**src/rtl/kbd_serial_pkg.sv**
```systemverilog
package kbd_serial_pkg;
  localparam int KB_DATA_W    = 8;
  localparam int KB_STOP_BITS = 2;
  localparam int KB_OVS       = 16;
  localparam int KB_PRE_DIV   = 8;
  localparam int KB_DIV_W     = 16;

  typedef enum logic [2:0] {
    RX_IDLE,
    RX_START,
    RX_DATA,
    RX_STOP,
    RX_WAIT_HIGH
  } rx_state_e;
endpackage

```
**src/rtl/kbd_baud_gen.sv**
```systemverilog
module kbd_baud_gen #(
  parameter int              PRE_DIV  = 8,
  parameter int              DIV_W    = 16,
  parameter logic [DIV_W-1:0] DIV_INIT = 1
) (
  input  logic             clk,
  input  logic             rst,
  input  logic             load_i,
  input  logic [DIV_W-1:0] value_i,
  output logic             tick_o
);
  localparam int PRE_W = (PRE_DIV > 1) ? $clog2(PRE_DIV) : 1;
  localparam logic [PRE_W-1:0] PRE_LAST = PRE_W'(PRE_DIV - 1);

  logic [PRE_W-1:0] pre_q;
  logic [DIV_W-1:0] reload_q;
  logic [DIV_W-1:0] cnt_q;
  logic             tick_q;
  logic             pre_wrap;

  assign pre_wrap = (pre_q == PRE_LAST);

  always_ff @(posedge clk) begin
    if (rst) begin
      pre_q    <= '0;
      reload_q <= DIV_INIT;
      cnt_q    <= DIV_INIT;
      tick_q   <= 1'b0;
    end else if (load_i) begin
      pre_q    <= '0;
      reload_q <= value_i;
      cnt_q    <= value_i;
      tick_q   <= 1'b0;
    end else begin
      tick_q <= pre_wrap && (cnt_q == '0);
      pre_q  <= pre_wrap ? '0 : pre_q + 1'b1;
      if (pre_wrap) begin
        cnt_q <= (cnt_q == '0) ? reload_q : cnt_q - 1'b1;
      end
    end
  end

  assign tick_o = tick_q;

  generate
    if (PRE_DIV > 1) begin : g_gap_chk
      // the prescaler keeps ticks at least PRE_DIV cycles apart
      p_tick_gap_r10: assert property (@(posedge clk) disable iff (rst)
        tick_q |=> !tick_q);
    end
  endgenerate
endmodule

```
**src/rtl/kbd_tx.sv**
```systemverilog
module kbd_tx #(
  parameter int DATA_W    = 8,
  parameter int STOP_BITS = 2,
  parameter int OVS       = 16
) (
  input  logic              clk,
  input  logic              rst,
  input  logic              tick_i,
  input  logic              start_i,
  input  logic [DATA_W-1:0] data_i,
  output logic              txd_o,
  output logic              empty_o
);
  localparam int FRAME_W = 1 + DATA_W + STOP_BITS;
  localparam int CNT_W   = $clog2(OVS);
  localparam int BIT_W   = $clog2(FRAME_W);
  localparam logic [CNT_W-1:0] CNT_LAST = CNT_W'(OVS - 1);
  localparam logic [BIT_W-1:0] BIT_LAST = BIT_W'(FRAME_W - 1);

  logic [FRAME_W-1:0] shift_q;
  logic               busy_q;
  logic [CNT_W-1:0]   tcnt_q;
  logic [BIT_W-1:0]   bidx_q;
  logic               txd_q;
  logic               empty_q;

  always_ff @(posedge clk) begin
    if (rst) begin
      shift_q <= '1;
      busy_q  <= 1'b0;
      tcnt_q  <= '0;
      bidx_q  <= '0;
      txd_q   <= 1'b1;
      empty_q <= 1'b1;
    end else if (!busy_q) begin
      if (start_i) begin
        // bits still to go after the start bit: data, stops, one pad bit
        shift_q <= {{(STOP_BITS + 1){1'b1}}, data_i};
        busy_q  <= 1'b1;
        tcnt_q  <= '0;
        bidx_q  <= '0;
        txd_q   <= 1'b0;
        empty_q <= 1'b0;
      end
    end else if (tick_i) begin
      if (tcnt_q == CNT_LAST) begin
        tcnt_q <= '0;
        if (bidx_q == BIT_LAST) begin
          busy_q  <= 1'b0;
          empty_q <= 1'b1;
          txd_q   <= 1'b1;
        end else begin
          bidx_q  <= bidx_q + 1'b1;
          txd_q   <= shift_q[0];
          shift_q <= {1'b1, shift_q[FRAME_W-1:1]};
        end
      end else begin
        tcnt_q <= tcnt_q + 1'b1;
      end
    end
  end

  assign txd_o   = txd_q;
  assign empty_o = empty_q;

  // the line rests high whenever no frame is in flight
  p_idle_high_r2: assert property (@(posedge clk) disable iff (rst)
    !busy_q |-> txd_q);

  // ready is raised only as a stop bit finishes
  p_empty_on_stop_r4: assert property (@(posedge clk) disable iff (rst)
    $rose(empty_q) |-> $past(txd_q) && $past(tick_i));
endmodule

```
**src/rtl/kbd_rx.sv**
```systemverilog
module kbd_rx
  import kbd_serial_pkg::*;
#(
  parameter int DATA_W = 8,
  parameter int OVS    = 16
) (
  input  logic              clk,
  input  logic              rst,
  input  logic              tick_i,
  input  logic              rxd_i,
  output logic [DATA_W-1:0] byte_o,
  output logic              done_o
);
  localparam int CNT_W  = $clog2(OVS);
  localparam int BIDX_W = (DATA_W > 1) ? $clog2(DATA_W) : 1;
  localparam logic [CNT_W-1:0]  CNT_LAST  = CNT_W'(OVS - 1);
  localparam logic [CNT_W-1:0]  CNT_HALF  = CNT_W'(OVS / 2 - 1);
  localparam logic [BIDX_W-1:0] BIDX_LAST = BIDX_W'(DATA_W - 1);

  logic              s1_q, s2_q;
  rx_state_e         state_q;
  logic [CNT_W-1:0]  cnt_q;
  logic [BIDX_W-1:0] bidx_q;
  logic [DATA_W-1:0] sh_q;
  logic [DATA_W-1:0] byte_q;
  logic              done_q;

  always_ff @(posedge clk) begin
    if (rst) begin
      s1_q <= 1'b1;
      s2_q <= 1'b1;
    end else begin
      s1_q <= rxd_i;
      s2_q <= s1_q;
    end
  end

  always_ff @(posedge clk) begin
    if (rst) begin
      state_q <= RX_IDLE;
      cnt_q   <= '0;
      bidx_q  <= '0;
      sh_q    <= '0;
      byte_q  <= '0;
      done_q  <= 1'b0;
    end else begin
      done_q <= 1'b0;
      if (tick_i) begin
        unique case (state_q)
          RX_IDLE: begin
            if (!s2_q) begin
              state_q <= RX_START;
              cnt_q   <= '0;
            end
          end
          RX_START: begin
            if (cnt_q == CNT_HALF) begin
              cnt_q  <= '0;
              bidx_q <= '0;
              state_q <= s2_q ? RX_IDLE : RX_DATA;
            end else begin
              cnt_q <= cnt_q + 1'b1;
            end
          end
          RX_DATA: begin
            if (cnt_q == CNT_LAST) begin
              cnt_q <= '0;
              sh_q  <= {s2_q, sh_q[DATA_W-1:1]};
              if (bidx_q == BIDX_LAST) state_q <= RX_STOP;
              else bidx_q <= bidx_q + 1'b1;
            end else begin
              cnt_q <= cnt_q + 1'b1;
            end
          end
          RX_STOP: begin
            if (cnt_q == CNT_LAST) begin
              cnt_q <= '0;
              if (s2_q) begin
                byte_q  <= sh_q;
                done_q  <= 1'b1;
                state_q <= RX_IDLE;
              end else begin
                state_q <= RX_WAIT_HIGH;
              end
            end else begin
              cnt_q <= cnt_q + 1'b1;
            end
          end
          RX_WAIT_HIGH: begin
            if (s2_q) state_q <= RX_IDLE;
          end
          default: state_q <= RX_IDLE;
        endcase
      end
    end
  end

  assign byte_o = byte_q;
  assign done_o = done_q;

  // a byte is delivered only after a high first stop bit
  p_good_stop_r8: assert property (@(posedge clk) disable iff (rst)
    done_q |-> $past(s2_q) && ($past(state_q) == RX_STOP));

  // a line that is high again at mid start bit returns to idle
  p_false_start_r9: assert property (@(posedge clk) disable iff (rst)
    (tick_i && state_q == RX_START && cnt_q == CNT_HALF && s2_q) |=> state_q == RX_IDLE);
endmodule

```
**src/rtl/kbd_serial_port.sv**
```systemverilog
module kbd_serial_port
  import kbd_serial_pkg::*;
#(
  parameter int                DATA_W    = KB_DATA_W,
  parameter int                STOP_BITS = KB_STOP_BITS,
  parameter int                OVS       = KB_OVS,
  parameter int                PRE_DIV   = KB_PRE_DIV,
  parameter int                DIV_W     = KB_DIV_W,
  parameter logic [DIV_W-1:0]  DIV_INIT  = 1
) (
  input  logic              clk,
  input  logic              rst,
  input  logic              wr_en,
  input  logic [DATA_W-1:0] wr_data,
  input  logic              rd_en,
  output logic [DATA_W-1:0] rd_data,
  input  logic              div_wr,
  input  logic [DIV_W-1:0]  div_data,
  input  logic              rxd,
  output logic              txd,
  output logic              rx_full,
  output logic              tx_empty
);
  logic              tick;
  logic [DATA_W-1:0] rx_byte;
  logic              rx_done;
  logic [DATA_W-1:0] data_q;
  logic              full_q;

  kbd_baud_gen #(
    .PRE_DIV (PRE_DIV),
    .DIV_W   (DIV_W),
    .DIV_INIT(DIV_INIT)
  ) u_baud (
    .clk    (clk),
    .rst    (rst),
    .load_i (div_wr),
    .value_i(div_data),
    .tick_o (tick)
  );

  kbd_tx #(
    .DATA_W   (DATA_W),
    .STOP_BITS(STOP_BITS),
    .OVS      (OVS)
  ) u_tx (
    .clk    (clk),
    .rst    (rst),
    .tick_i (tick),
    .start_i(wr_en),
    .data_i (wr_data),
    .txd_o  (txd),
    .empty_o(tx_empty)
  );

  kbd_rx #(
    .DATA_W(DATA_W),
    .OVS   (OVS)
  ) u_rx (
    .clk   (clk),
    .rst   (rst),
    .tick_i(tick),
    .rxd_i (rxd),
    .byte_o(rx_byte),
    .done_o(rx_done)
  );

  always_ff @(posedge clk) begin
    if (rst) begin
      data_q <= '0;
      full_q <= 1'b0;
    end else if (rx_done) begin
      data_q <= rx_byte;
      full_q <= 1'b1;
    end else if (rd_en) begin
      full_q <= 1'b0;
    end
  end

  assign rd_data = data_q;
  assign rx_full = full_q;

  // an accepted write drops ready and drives the start bit
  p_wr_starts_r3: assert property (@(posedge clk) disable iff (rst)
    wr_en && tx_empty |=> !tx_empty && !txd);

  // a read with no new arrival clears the full flag
  p_rd_clears_r7: assert property (@(posedge clk) disable iff (rst)
    rd_en && !rx_done |=> !rx_full);

  // a delivered byte always leaves the flag set
  p_arrival_sets_r6: assert property (@(posedge clk) disable iff (rst)
    rx_done |=> rx_full && (rd_data == $past(rx_byte)));
endmodule

```
**config.mk**
```make
export PLATFORM = sky130hd
export DESIGN_NAME = kbd_serial_port
export DESIGN_NICKNAME = d
export VERILOG_FILES = /design/src/rtl/kbd_serial_pkg.sv /design/src/rtl/kbd_baud_gen.sv /design/src/rtl/kbd_tx.sv /design/src/rtl/kbd_rx.sv /design/src/rtl/kbd_serial_port.sv
export SDC_FILE = /design/constraint.sdc
export NUM_CORES = 1
export LEC_CHECK = 0
export BUFFER_PORTS_ARGS = -buffer_cell sky130_fd_sc_hd__buf_2
export CAP_MARGIN = 30
export CORE_ASPECT_RATIO = 1.1
export CORE_MARGIN = 1
export CORE_UTILIZATION = 63
export DETAILED_ROUTE_END_ITERATION = 8
export PLACE_DENSITY = 0.82
export SLEW_MARGIN = 20
export SYNTH_ARGS = -nofsm -noshare
export SYNTH_HDL_FRONTEND = slang
export SYNTH_SLANG_ARGS = --single-unit
```
**constraint.sdc**
```tcl
create_clock -name clk -period 3 [get_ports clk]
set_input_delay 0.45 -clock clk [delete_from_list [all_inputs] [get_ports clk]]
set_output_delay 0.45 -clock clk [all_outputs]
set_load 0.005 [all_outputs]
```
After elaboration in Yosys (flattened, before gate mapping)
Cells that the tools add are included.

word-level totals
  register bits after elaboration = 96
  input bits = 30
  output and inout port bits = 11
  word-level logic and storage cells = 121

cells by class
  $add $sub $neg = 6
  eq/ne operators = 21
  multiplexer cells = 50
  bitwise logic cells = 3
  reductions and logical operators = 21

operator list
  operator                                                                  count
  11-bit 2-to-1 mux                                                         5
  16-bit 2-to-1 mux                                                         3
  4-bit 2-to-1 mux                                                          11
  3-bit 2-to-1 mux                                                          10
  1-bit 2-to-1 mux                                                          17
  16-bit logical NOT                                                        1
  16-bit by 1-bit subtractor with 16-bit output (second input constant)     1
  3-bit case mux with 5 select lines                                        1
  4-bit by 1-bit adder with 4-bit output (second input constant)            3
  4-bit equality test (second input constant)                               3
  2-bit inequality test (second input constant)                             6
  4-bit case mux with 3 select lines                                        1
  4-bit AND reduction                                                       3
  2-bit by 1-bit inequality test with 1-bit output (second input constant)  5
  3-bit equality test (second input constant)                               3
  3-bit AND reduction                                                       3
  2-bit nonzero test                                                        4
  7-bit AND reduction                                                       1
  3-bit by 1-bit adder with 3-bit output (second input constant)            2
  3-bit by 2-bit equality test with 1-bit output (second input constant)    2
  3-bit case mux with 2 select lines                                        1
  5-bit AND reduction                                                       1
  4-bit by 3-bit equality test with 1-bit output (second input constant)    1
  2-bit OR reduction                                                        2
  9 further kinds                                                           11

Longest topological paths before layout
Gate-level depths: netlist of run 1.

  depth in word-level cells = 5
  mapped depth = 8
  mapped depth without buffers = 7

By module
Synthesis of run 1 repeated with hierarchy kept, for this count alone.

second synthesis, totals
  cells, all modules = 508
  area total of the unflattened synthesis = 4,530.6 µm²

by module, submodules not included
  module           instances  cells an instance  area each (µm²)  sequential area each (µm²)
  kbd_baud_gen     1          215                1,900.6          720.7
  kbd_rx           1          147                1,302.5          580.6
  kbd_tx           1          116                1,006.0          380.4
  kbd_serial_port  1          30                 321.6            180.2

Worst setup path after synthesis of run 1
Ideal clock, no wire load.

  kind = reg-to-reg
  from = register u_baud.cnt_q[3]
  to = register u_baud.cnt_q[10]
  setup time = 0.129 ns
  data arrival time = 1.819 ns
  data required time = 2.871 ns
  path slack = 1.052 ns
  cell stages (with the launch flop) = 8
  buffers on the path = 2
  clock period less this slack = 1.948 ns
  cells stage by stage = dfxtp_1 buf_6 or4_4 nor4_4 nand2_4 buf_6 o2111ai_1 o21ai_1

between the ends
  cells in the longest elaborated chain, start to end = 4
  elaborated cells on any way between the ends = 5
  classes of those cells = 1 x add/sub; 3 x mux; 1 x reduce/logical

ends and longest elaborated chain
  what                                                                                 RTL line            RTL
  start, declared                                                                      kbd_baud_gen.sv:17  logic [DIV_W-1:0] cnt_q;
  start signal, assigned                                                               kbd_baud_gen.sv:32  cnt_q <= value_i;
  start signal, assigned                                                               kbd_baud_gen.sv:38  cnt_q <= (cnt_q == '0) ? reload_q : cnt_q - 1'b1;
  16-bit by 1-bit subtractor with 16-bit output or 16-bit logical NOT (tied branches)  kbd_baud_gen.sv:38
  16-bit 2-to-1 mux (*)                                                                kbd_baud_gen.sv:38
  16-bit 2-to-1 mux (*)                                                                kbd_baud_gen.sv:37  if (pre_wrap) begin
  16-bit 2-to-1 mux (*)                                                                kbd_baud_gen.sv:29  end else if (load_i) begin

Every way passes the cells marked *; elsewhere a longest branch is shown, timed or not. The select of a mux whose other input is x is not followed.
A chain may end at the register's enable or synchronous reset.

Final worst setup path of run 1
  from = register u_baud.cnt_q[3]
  to = register u_baud.cnt_q[1]

between the ends
  cells in the longest elaborated chain, start to end = 4

ends and longest elaborated chain
  what                RTL line
  16-bit logical NOT  kbd_baud_gen.sv:38
  16-bit 2-to-1 mux   kbd_baud_gen.sv:38
  16-bit 2-to-1 mux   kbd_baud_gen.sv:37
  16-bit 2-to-1 mux   kbd_baud_gen.sv:29

No other way between the ends. The select of a mux whose other input is x is not followed.

==> impl_results.md, run 1 <==
* Status: finished, final reports clean
* Hold WC Path Type: in -> reg
* CTS tree: yes
* Root Buffer: clkbuf_8
* Cell internal pwr at 1.693 mW
* Distinct cells, synth at 53
* Max Clock Freq at 0.4618 GHz
* Worst Skew at 0.01107 ns
* CP max stage delay at 0.58 ns
* Drt first pass iters at 4
* Worst R2R Start: u_baud.cnt_q[3]$_SDFFE_PP0P_
* Post-CTS setup buffer count at 0
* Critical path capture point type: register
* Sw Pwr at 640.8 uW
* WS Path Type: reg -> reg
* Critical path arrival at 2.45 ns
* Cts hold-fix bufs at 0
* Most common cell after layout, fill and taps aside: dfxtp_1
* Core Box Area at 6633 sq um
* CP max FO at 16
* CP delay by family, top: simple AND/OR/NAND/NOR gates
* Storage cell area at 1862 sq um
* Setup violators final at 0
* Syn Nets at 528
* Hold Path Origin: rxd
* Filler cells at 543
* Worst path slowest cell: or4_4
* Sw frac at 0.2745
* Row Count at 31
* Cell Pwr Density at 491.8 nW/um^2
* Total Wirelength at 8255 um
* TritonCTS Buffers at 9
* Vias in the first global route at 3145
* Multi-input gate area at 2311 sq um
* Initial Util at 0.6552
* Critical-path cell list: or4_4 -> nor4_4 -> nand2_4 -> mux2i_1 -> a211oi_1
* Final Hold Fails at 0
* Seq/Total Area, Yosys at 0.4284
* Grt ovf at 0
* Layout cells sized above 1 at 0.1484
* VDD IR max at 0.0003471 V
* H-tree depth at 3
* CP Buf/Inv Count at 0
* Hold depth at 2
* DR vias at 3523
* Ys async rst share at 0
* Placer congestion estimate at 0.9141
* GRT Total Usage at 0.2430
* Startpoint Class: register
* Area after DPL at 4558 sq um
* Fin. max-slew vios at 0
* Synth area leader: dfxtp_1
* Max-Cap Viols at 0
* Rel. slew slack at 0.4130
* Via density at 5.862
* Port Buffers at 40
* Wire length per cell at 13.74 um
* Most frequent cells in the layout: dfxtp_1 (93), nor2_1 (86), mux2i_1 (52)
* Reg2reg path depth at 5
* Dpl hpwl at 5684 um
* Worst Tran Pin Value at 0.8772 ns
* DIE HEIGHT at 89.11 um
* Worst skew pair latency at 0.37 ns
* Post-synth EDFFs at 0
* Tcrit/Tclk final at 0.7218
* Register share of total power at 0.561
* NumNets Final at 554
* P&R area growth vs syn at 9.214%
* # DRC at 0
* Die ar. at 7234 sq um
* Post-layout util at 0.7155
* Die X at 81.19 um
* Fin crit period at 2.165 ns
* Final Cell Area at 4746 sq um
* Clock Pin Slew Worst Setup and Hold Paths at 0.10 ns
* Yosys Warn Count at 0
* RSZ-0062 raised after global routing: no
* Antenna-violating nets left at 0
* Synthesized area per cell at 8.905 sq um
* Static Leak at 1.891 nW
* R2R Setup Slk at 0.83 ns
* Setup TNS at 0 ns
* Initial antenna violation count at 0
* Most area-consuming cells after synthesis: dfxtp_1 (43%), mux2i_1 (12%), nor2_1 (7.4%), ha_1 (2.9%), a21oi_1 (2.8%)
* Combinational power share at 0.098
* Ys flop type: dfxtp_1
* First-pass GRT wire length at 13720 um
* Clk buf depth at 2
* # diodes at 0
* Clk sinks at 93
* Required @ worst endpoint at 3.28 ns
* Clock share of power at 0.341
* Post-CTS Resized at 0
* Iter 0 DRT Violations at 173
* Largest net degree at the start of global routing at 43
* Yosys reg bits at 93
* Min-Delay Endpoint: u_rx.s1_q$_SDFF_PP1_
* RR Endpoint: u_baud.cnt_q[1]$_SDFFE_PP0P_
* Top-area cell type share of the netlist area at 0.4284
* IO Count at 41
* Post-Syn Area at 4345 sq um
* Post-Syn Instances at 488
## through the flow
step,setup slack [ns],power (mW),instances,hold slack [ns]
after floorplan,1.052,1.503,488,0.3895
after global placement,0.9662,1.556,585,0.3935
after detailed placement,0.8464,1.564,585,0.3975
after CTS,0.8435,2.354,601,0.2485
after global routing,0.6731,2.434,601,0.2602
final,0.8345,2.334,601,0.2656
## power groups by stage
stage	logic, mW	clock network, mW	registers, mW
6_report	0.228	0.797	1.31
5_1_grt	0.253	0.865	1.32
4_1_cts	0.228	0.818	1.31
3_5_place_dp	0.227	0	1.34
3_3_place_gp	0.220	0	1.34
2_1_floorplan	0.183	0	1.32
## routing by layer
layer	GRT usage	wire (um)
met1	0.3066	3847
met2	0.4087	3859
met3	0.04694	387
met4	0.09578	161
met5	0	0
## logic make-up after synthesis
kind of cell	count (synthesis)	synth area share
AO/OA/AOI/OAI	94	0.1382
XOR/XNOR	12	0.02419
flip-flops	93	0.4284
multiplexers	54	0.1250
adder cells (fa/ha/maj)	10	0.02879
buffers and inverters	41	0.04117
AND/OR/NAND/NOR	184	0.2142
## flip-flops by register name (all words and copies together) (netlist names), 3 cells and up
signal / flops
u_baud.reload_q: 16
u_rx.cnt_q: 4
u_rx.sh_q: 8
u_rx.byte_o: 8
u_baud.cnt_q: 16
u_rx.bidx_q: 3
rd_data: 8
u_tx.tcnt_q: 4
u_baud.pre_q: 3
u_tx.shift_q: 8
u_tx.bidx_q: 4
u_rx.state_q: 3
## how the worst max path moves through the flow
stage | startpoint | endpoint | slack [ns] | cells after the start
CTS | u_baud.cnt_q[3]$_SDFFE_PP0P_ | u_baud.cnt_q[1]$_SDFFE_PP0P_ | 0.84 | 5
global placement | u_baud.cnt_q[3]$_SDFFE_PP0P_ | u_baud.cnt_q[4]$_SDFFE_PP0P_ | 0.97 | 5
floorplan | u_baud.cnt_q[3]$_SDFFE_PP0P_ | u_baud.cnt_q[10]$_SDFFE_PP0P_ | 1.05 | 7
global route | u_baud.cnt_q[3]$_SDFFE_PP0P_ | u_baud.cnt_q[1]$_SDFFE_PP0P_ | 0.67 | 5
detailed placement | u_baud.cnt_q[3]$_SDFFE_PP0P_ | u_baud.cnt_q[2]$_SDFFE_PP0P_ | 0.85 | 5
finish | u_baud.cnt_q[3]$_SDFFE_PP0P_ | u_baud.cnt_q[1]$_SDFFE_PP0P_ | 0.83 | 5
## layout make-up
cell class / instances / share of cell area
repair buffers: 46 / 0.05167
inverters: 10 / 0.007909
clock inverters: 7 / 0.01345
well taps: 82 / 0.02162
multi-input cells: 354 / 0.4870
flip-flops and latches: 93 / 0.3923
clock buffers: 9 / 0.02610
## synthesized netlist by cell type, types with 2 or more instances
master	count
nor2_1	86
a311o_1	2
and2_1	4
a21oi_1	24
nand2b_1	16
nand2_1	25
a22oi_1	12
xnor2_1	5
nor2b_1	4
nor4_1	7
clkbuf_1	26
nand4_1	6
buf_2	2
dfxtp_1	93
xor2_1	7
o21ai_0	22
ha_1	10
nor4_4	2
mux2_2	2
o22ai_1	7
o32ai_1	2
or3_1	2
o21ai_1	2
a2bb2oi_1	3
nor3_1	7
nand3_1	5
nor3b_1	5
or4_1	2
inv_1	10
a211oi_1	6
buf_6	3
or2_2	3
or4_4	2
a31oi_1	4
mux2i_1	52
## worst register-to-register path, delay by kind of cell (launching register included)
family | cells | cell delay [ns]
AND/OR/NAND/NOR | 3 | 1.29
flip-flops | 1 | 0.40
AO/OA/AOI/OAI | 1 | 0.22
multiplexers | 1 | 0.18
(Power assumes the default switching activity.)
==> inputs of run 2 (changes only) <==
--- a/config.mk
+++ b/config.mk
@@ -5,13 +5,14 @@
 export SDC_FILE = /design/constraint.sdc
 export NUM_CORES = 1
 export LEC_CHECK = 0
+export ABC_AREA = 1
 export BUFFER_PORTS_ARGS = -buffer_cell sky130_fd_sc_hd__buf_2
 export CAP_MARGIN = 30
 export CORE_ASPECT_RATIO = 1.1
 export CORE_MARGIN = 1
-export CORE_UTILIZATION = 63
+export CORE_UTILIZATION = 53
 export DETAILED_ROUTE_END_ITERATION = 8
-export PLACE_DENSITY = 0.82
+export PLACE_DENSITY = 0.73
 export SLEW_MARGIN = 20
 export SYNTH_ARGS = -nofsm -noshare
 export SYNTH_HDL_FRONTEND = slang
==> constraint.sdc (replaced) <==
create_clock -name clk -period 1.9 [get_ports clk]
set_input_delay 0.285 -clock clk [delete_from_list [all_inputs] [get_ports clk]]
set_output_delay 0.285 -clock clk [all_outputs]
set_load 0.005 [all_outputs]
==> run 2 against run 1 <==
  * Register-to-register slack got worse by 0.68 ns
  * Cell count is 27% higher
  * Power rose by 73%
  * Count of clock-buffer cells in the layout increased by 2
  * Maximum frequency increased by 24%
  * Sequential power increased by 57%
  * Non-clock buffer count up 4
  * Highest routed layer unchanged
  * Via count rose by 15%
==> impl_results.md, run 2 <==
* Max Clock Freq at 0.5715 GHz (+24%)
* Critical-path cell list: inv_1 -> ha_1 -> inv_1 -> nor2_1 -> nand2_1 -> nor2_2 -> nand3_4 -> o211ai_1 -> nand3_1
* Required @ worst endpoint at 2.14 ns (-1.14 ns)
* Post-Syn Area at 4521 sq um (+4.0%)
* Worst hold slack at 0.1293 ns (-0.1362 ns)
* Most common cell after layout, fill and taps aside: nand2_1
* Fin. max-slew vios at 0 (unchanged)
* DIE HEIGHT at 98.86 um (+11%)
* P&R area growth vs syn at 11.98%
* Via density at 5.292 (-9.7%)
* Syn Nets at 654 (+24%)
* Critical path arrival at 1.99 ns (-0.46 ns)
* Tcrit/Tclk final at 0.9209 (+0.1991)
* Core Box Area at 8083 sq um (+22%)
* First-pass GRT wire length at 16960 um (+24%)
* GRT Total Usage at 0.2302 (-0.01271)
* Top-area cell type share of the netlist area at 0.4118 (-0.01660)
* DR vias at 4043 (+15%)
* Dpl hpwl at 7073 um (+24%)
* WS Path Type: reg -> reg
* Port Buffers at 40 (unchanged)
* Setup violators final at 0 (unchanged)
* Final Cell Area at 5062 sq um (+6.7%)
* Layout Cells excl Fill at 764 (+27%)
* Layout cells sized above 1 at 0.1677 (+0.01932)
* Distinct cells, synth at 38 (-28%)
* Synth area leader: dfxtp_1
* Top cell by count, worst path: inv_1
* # DRC at 0 (unchanged)
* Rel. slew slack at 0.6102 (+0.1972)
* Drt first pass iters at 4 (unchanged)
* Max-Cap Viols at 0 (unchanged)
* Most numerous cell in the Yosys netlist: nand2_1
* Most frequent cells in the layout: nand2_1 (106), dfxtp_1 (93), nor2_1 (76)
* Clk buf depth at 2 (unchanged)
* Worst Skew at 0.01186 ns (+0.0007959 ns)
* IO Count at 41 (unchanged)
* Startpoint Class: register
* Yosys Warn Count at 0 (unchanged)
* Initial antenna violation count at 0 (unchanged)
* Fin crit period at 1.750 ns (-0.4158 ns)
* Ys flop type: dfxtp_1
* Status: finished, final reports clean
* Grt ovf at 0 (unchanged)
* Area after DPL at 4817 sq um (+5.7%)
* Worst skew pair latency at 0.35 ns (-0.02 ns)
* CP max FO at 14 (-2)
* Biggest regs: u_baud.cnt_q x16, u_baud.reload_q x16
* Most area-consuming cells after synthesis: dfxtp_1 (41%), nand2_1 (8.8%), nor2_1 (6.5%), a21oi_1 (6.4%), inv_1 (5.1%)
* Vias in the first global route at 3896 (+24%)
* Total Wirelength at 9931 um (+20%)
* Antenna-violating nets left at 0 (unchanged)
* # diodes at 0 (unchanged)
* Largest net degree at the start of global routing at 51 (+19%)
* Row Count at 34 (+9.7%)
* Clk sinks at 93 (unchanged)
* Iter 0 DRT Violations at 156 (-9.8%)
* Die X at 90.06 um (+11%)
* Post-Place Cells at 749 (+28%)
* Seq/Total Area, Yosys at 0.4118 (-0.01660)
* VDD IR max at 0.0003962 V (+14%)
* Initial Util at 0.5593 (-0.09587)
* Wire length per cell at 13.00 um (-5.4%)
* Post-synth EDFFs at 0 (unchanged)
* H-tree depth at 3 (unchanged)
* Commonest cells post-synth: nand2_1 (106), dfxtp_1 (93), nor2_1 (78)
* Final Hold Fails at 0 (unchanged)
* CTS tree: yes
* Post-layout util at 0.6263 (-0.08921)
* Die ar. at 8903 sq um (+23%)
* Post-CTS setup buffer count at 0 (unchanged)
* Hold Path Origin: rxd
* Ys async rst share at 0 (unchanged)
* Worst R2R Start: u_baud.cnt_q[0]$_SDFFE_PP1P_
* Root Buffer: clkbuf_8
* Clock Pin Slew Worst Setup and Hold Paths at 0.09 ns (about the same)
* Synthesized area per cell at 7.363 sq um (-17%)
* Post-Syn Instances at 614 (+26%)
* Yosys reg bits at 93 (unchanged)
* Hold WC Path Type: in -> reg
* Static Leak at 2.226 nW (+18%)
* Cell Pwr Density at 797.8 nW/um^2 (+62%)
* TritonCTS Buffers at 9 (unchanged)
* NumNets Final at 692 (+25%)
* Critical path capture point type: register
* CP max stage delay at 0.36 ns (-0.22 ns)
* Setup TNS at 0 ns (unchanged)
* Placer congestion estimate at 0.9147 (about the same)
* Beginning of the critical path: u_baud.cnt_q[0]$_SDFFE_PP1P_
* Worst Tran Pin Value at 0.5841 ns (-0.2932 ns)
* Worst path slowest cell: dfxtp_1
-- run 2: cell types whose count changed after synthesis, moves of 8 or more --
cell      delta
nand3_1     +35
o21ai_0     +14
nand2_1     +81
mux2i_1     -52
a21boi_0    +12
inv_1       +52
nand2b_1    -16
clkbuf_1    -15
a22oi_1     -12
a21oi_1     +34
nor2_1       -8
-- run 2: repair_timing --
| item | 4_1_cts | 5_1_grt |
|---|---|---|
| hold buffers | 0 | 0 |
| setup endpoints to repair | 0 | 14 |
| gates resized for setup | 0 | 4 |
-- run 2: final cells by class --
class | instances | area (sq um)
sequential | 93 | 1862
timing repair buffer | 50 | 279.0
clock inverter | 4 | 97.59
multi-input combinational | 431 | 2302
fill | 784 | 3020
inverter | 67 | 255.2
tap | 108 | 135.1
clock buffer | 11 | 131.4
-- run 2: worst max-delay path, delay by kind of cell, from the launching register on --
family | cells | cell delay (ns)
AO/OA/AOI/OAI | 1 | 0.23
adder cells (fa/ha/maj) | 1 | 0.19
buffers and inverters | 2 | 0.19
flip-flops | 1 | 0.36
AND/OR/NAND/NOR | 5 | 0.66
-- run 2: power breakdown --
part	internal [mW]	switching, mW
sequential	2.01	0.0481
combinational	0.161	0.281
clock	0.869	0.669
-- run 2: final timing paths --
check                                 end  slack, ns  cells past startpoint
min                  u_rx.s1_q$_SDFF_PP1_       0.13                      2
min reg2reg          u_rx.s2_q$_SDFF_PP1_       0.43                      1
max reg2reg  u_baud.cnt_q[0]$_SDFFE_PP1P_       0.15                      9
max          u_baud.cnt_q[0]$_SDFFE_PP1P_       0.15                      9
-- run 2: routing by layer --
| layer | GRT usage | vias to the layer above | share of wire |
|---|---|---|---|
| li1 | - | 2109 | - |
| met1 | 0.2637 | 1867 | 0.43 |
| met2 | 0.4334 | 53 | 0.53 |
| met3 | 0.03164 | 14 | 0.027 |
| met4 | 0.08561 | 0 | 0.015 |
| met5 | 0 | - | 0 |
-- run 2: stage by stage --
stage | setup slack [ns] | total power [mW]
6_report | 0.1503 | 4.039
5_1_grt | -0.02311 | 4.206
4_1_cts | 0.03738 | 4.070
3_5_place_dp | 0.06699 | 2.541
3_3_place_gp | 0.1033 | 2.530
2_1_floorplan | 0.3787 | 2.408
-- run 2: cells by family after synthesis --
group / synth area share
buffers and inverters: 0.08165
adders and majority gates: 0.02768
AOI/OAI and AO/OA: 0.1794
and+or+nand+nor: 0.2898
xor gates and xnor gates: 0.009687
DFF: 0.4118
==> inputs of run 3 (changes only) <==
--- a/config.mk
+++ b/config.mk
@@ -8,11 +8,12 @@
 export ABC_AREA = 1
 export BUFFER_PORTS_ARGS = -buffer_cell sky130_fd_sc_hd__buf_2
 export CAP_MARGIN = 30
-export CORE_ASPECT_RATIO = 1.1
+export CORE_ASPECT_RATIO = 2
 export CORE_MARGIN = 1
 export CORE_UTILIZATION = 53
 export DETAILED_ROUTE_END_ITERATION = 8
 export PLACE_DENSITY = 0.73
+export RECOVER_POWER = 50
 export SLEW_MARGIN = 20
 export SYNTH_ARGS = -nofsm -noshare
 export SYNTH_HDL_FRONTEND = slang
==> constraint.sdc (replaced) <==
create_clock -name clk -period 1.9 [get_ports clk]
set_input_delay 0.38 -clock clk [delete_from_list [all_inputs] [get_ports clk]]
set_output_delay 0.38 -clock clk [all_outputs]
set_load 0.005 [all_outputs]
==> run 3 against run 2 <==
  * Setup slack gained 0.027 ns
  * Die area increased by 0.25%
  * Register-to-register slack better by 0.03 ns
  * Count of clock-buffer cells in the layout down 2
  * Maximum frequency up 1.6%
  * Global-route usage grew 2.9 points
  * Critical path type unchanged
  * Combinational power increased by 2%
==> impl_results.md, run 3 (same netlist as run 2, synthesis figures left out) <==
* Status: finished, final reports clean
* DR WL met3 at 313 um (+15%)
* Combinational power share at 0.104 (-0.005)
* Final Hold Fails at 0 (unchanged)
* Cts hold-fix bufs at 0 (unchanged)
* # diodes at 0 (unchanged)
* Setup TNS at 0 ns (unchanged)
* Clock share of power at 0.418 (+0.037)
* NumNets Final at 695 (+0.43%)
* RSZ-0062 raised after global routing: no
* Highest metal used: met4
* Max-Cap Viols at 0 (unchanged)
* Die X at 67.31 um (-25%)
* Sw Pwr at 1.116 mW (+12%)
* Root Buffer: clkbuf_16
* Area after DPL at 4837 sq um (+0.42%)
* Clk sinks at 93 (unchanged)
* Startpoint Class: register
* Critical path arrival at 1.99 ns (about the same)
* Critical-path cell list: inv_1 -> ha_1 -> inv_1 -> nor2_1 -> nand2_1 -> nor2_2 -> nand3_4 -> nand3_1 -> nand3_1 -> a21oi_1
* Total Wirelength at 10710 um (+7.8%)
* Worst Skew at 0.007326 ns (-0.004537 ns)
* Fin. max-slew vios at 0 (unchanged)
* CTS tree: yes
* Row Count at 47 (+38%)
* Cell internal pwr at 3.202 mW (+5.3%)
* Via density at 5.541 (+4.7%)
* Iter 0 DRT Violations at 319 (+100%)
* Wire length per cell at 14.13 um (+8.7%)
* Drt first pass iters at 5 (+1)
* # DRC at 0 (unchanged)
* Worst path slowest cell: dfxtp_1
* Met2 WL at 5956 um (+14%)
* GRT Total Usage at 0.2595 (+0.02927)
* WS Path Type: reg -> reg
* Port Buffers at 40 (unchanged)
* CP max FO at 14 (unchanged)
* CP max stage delay at 0.36 ns (about the same)
* Clock Pin Slew Worst Setup and Hold Paths at 0.07 ns (-0.02 ns)
* Register share of total power at 0.478 (-0.032)
* Most frequent cells in the layout: nand2_1 (107), dfxtp_1 (93), nor2_1 (78)
* Placer congestion estimate at 0.9354 (+2.3%)
* Vias in the first global route at 4128 (+6.0%)
* Static Leak at 2.248 nW (+1.0%)
* Setup violators final at 0 (unchanged)
* Initial antenna violation count at 0 (unchanged)
* DR vias at 4200 (+3.9%)
* Rel. slew slack at 0.5836 (-0.02663)
* Fin crit period at 1.723 ns (-0.02712 ns)
* Sw frac at 0.2585 (+0.01137)
* Required @ worst endpoint at 2.17 ns (+0.03 ns)
* TritonCTS Buffers at 9 (unchanged)
* P&R area growth vs syn at 13.62%
* Layout Cells excl Fill at 758 (-0.79%)
* First-pass GRT wire length at 17770 um (+4.8%)
* Largest net degree at the start of global routing at 51 (unchanged)
* Die ar. at 8925 sq um (+0.25%)
* CP delay by family, top: simple AND/OR/NAND/NOR gates
* Most common cell after layout, fill and taps aside: nand2_1
* Clk buf depth at 2 (unchanged)
* H-tree depth at 3 (unchanged)
* Cell Pwr Density at 840.8 nW/um^2 (+5.4%)
* Worst Tran Pin Value at 0.6246 ns (+0.04057 ns)
* Hold WC Path Type: in -> reg
* IO Count at 41 (unchanged)
* Antenna-violating nets left at 0 (unchanged)
* Biggest regs: u_baud.cnt_q x16, u_baud.reload_q x16
* Worst skew pair latency at 0.34 ns (about the same)
* Post-Place Cells at 740 (-1.2%)
* Critical path capture point type: register
* CP Buf/Inv Count at 2 (unchanged)
* Final Cell Area at 5136 sq um (+1.5%)
* VDD IR max at 0.0007830 V (+98%)
* Core Box Area at 8292 sq um (+2.6%)
* Max Clock Freq at 0.5805 GHz (+1.6%)
* Initial Util at 0.5452 (-0.01409)
* Dpl hpwl at 7742 um (+9.5%)
* Tcrit/Tclk final at 0.9066 (-0.01427)
* Met1 WL at 3971 um (-7.3%)
* Layout cells sized above 1 at 0.1530 (-0.01465)
* Grt ovf at 0 (unchanged)
* DIE HEIGHT at 132.6 um (+34%)
[run 3: changes by cell type in the layout (fill, tap and decap cells not counted), sizes merged]
| cell | delta |
|---|---|
| bufinv | -2 |
| buf | -8 |
| clkbuf | +9 |
| inv | +1 |
| clkinv | +5 |
| clkinvlp | -1 |
[run 3: area by class of cell]
class	instances	area, sq um
inverter	67	255.2
timing repair buffer	53	301.5
sequential	93	1862
clock inverter	7	75.07
multi-input combinational	431	2295
clock buffer	9	225.2
fill	749	3156
tap	98	122.6
[run 3: worst paths after layout]
check                           slack (ns)  depth (start not counted)                      endpoint                         start
worst max-delay path                  0.18                         10  u_baud.cnt_q[8]$_SDFFE_PP0P_  u_baud.cnt_q[0]$_SDFFE_PP1P_
worst min-delay path                  0.22                          2          u_rx.s1_q$_SDFF_PP1_                           rxd
worst max register to register        0.18                         10  u_baud.cnt_q[8]$_SDFFE_PP0P_  u_baud.cnt_q[0]$_SDFFE_PP1P_
worst min register to register        0.41                          1          u_rx.s2_q$_SDFF_PP1_          u_rx.s1_q$_SDFF_PP1_
[run 3: power groups by stage]
stage                     Clock (mW)  Sequential (mW)  Combinational (mW)
after CTS                       1.84             2.06               0.449
after floorplan                    0             2.09               0.319
after global routing            1.92             2.07               0.500
after detailed placement           0             2.11               0.446
after global placement             0             2.10               0.436
final                           1.80             2.06               0.450
[run 3: per-layer routing]
layer / track usage / up-vias
met5: 0 / -
met4: 0.1702 / 0
met3: 0.04310 / 44
met2: 0.4667 / 112
met1: 0.2569 / 1929
li1: - / 2115
[run 3: what timing repair did]
| action | CTS | global route |
|---|---|---|
| resized for setup | 0 | 2 |
| setup buffers | 0 | 1 |
| setup endpoints to repair | 0 | 12 |
| hold endpoints to repair | 0 | 0 |
[run 3: through the flow]
stage | hold slack (ns) | worst slack [ns] | total power, mW | utilization
global route | 0.2243 | 0.002447 | 4.489 | 0.6194
global placement | 0.3926 | 0.07692 | 2.541 | 0.5834
floorplan | 0.3895 | 0.3787 | 2.408 | -
CTS | 0.2155 | 0.02229 | 4.348 | 0.6196
finish | 0.2204 | 0.1774 | 4.318 | 0.6194
detailed placement | 0.3981 | 0.04896 | 2.552 | 0.5834
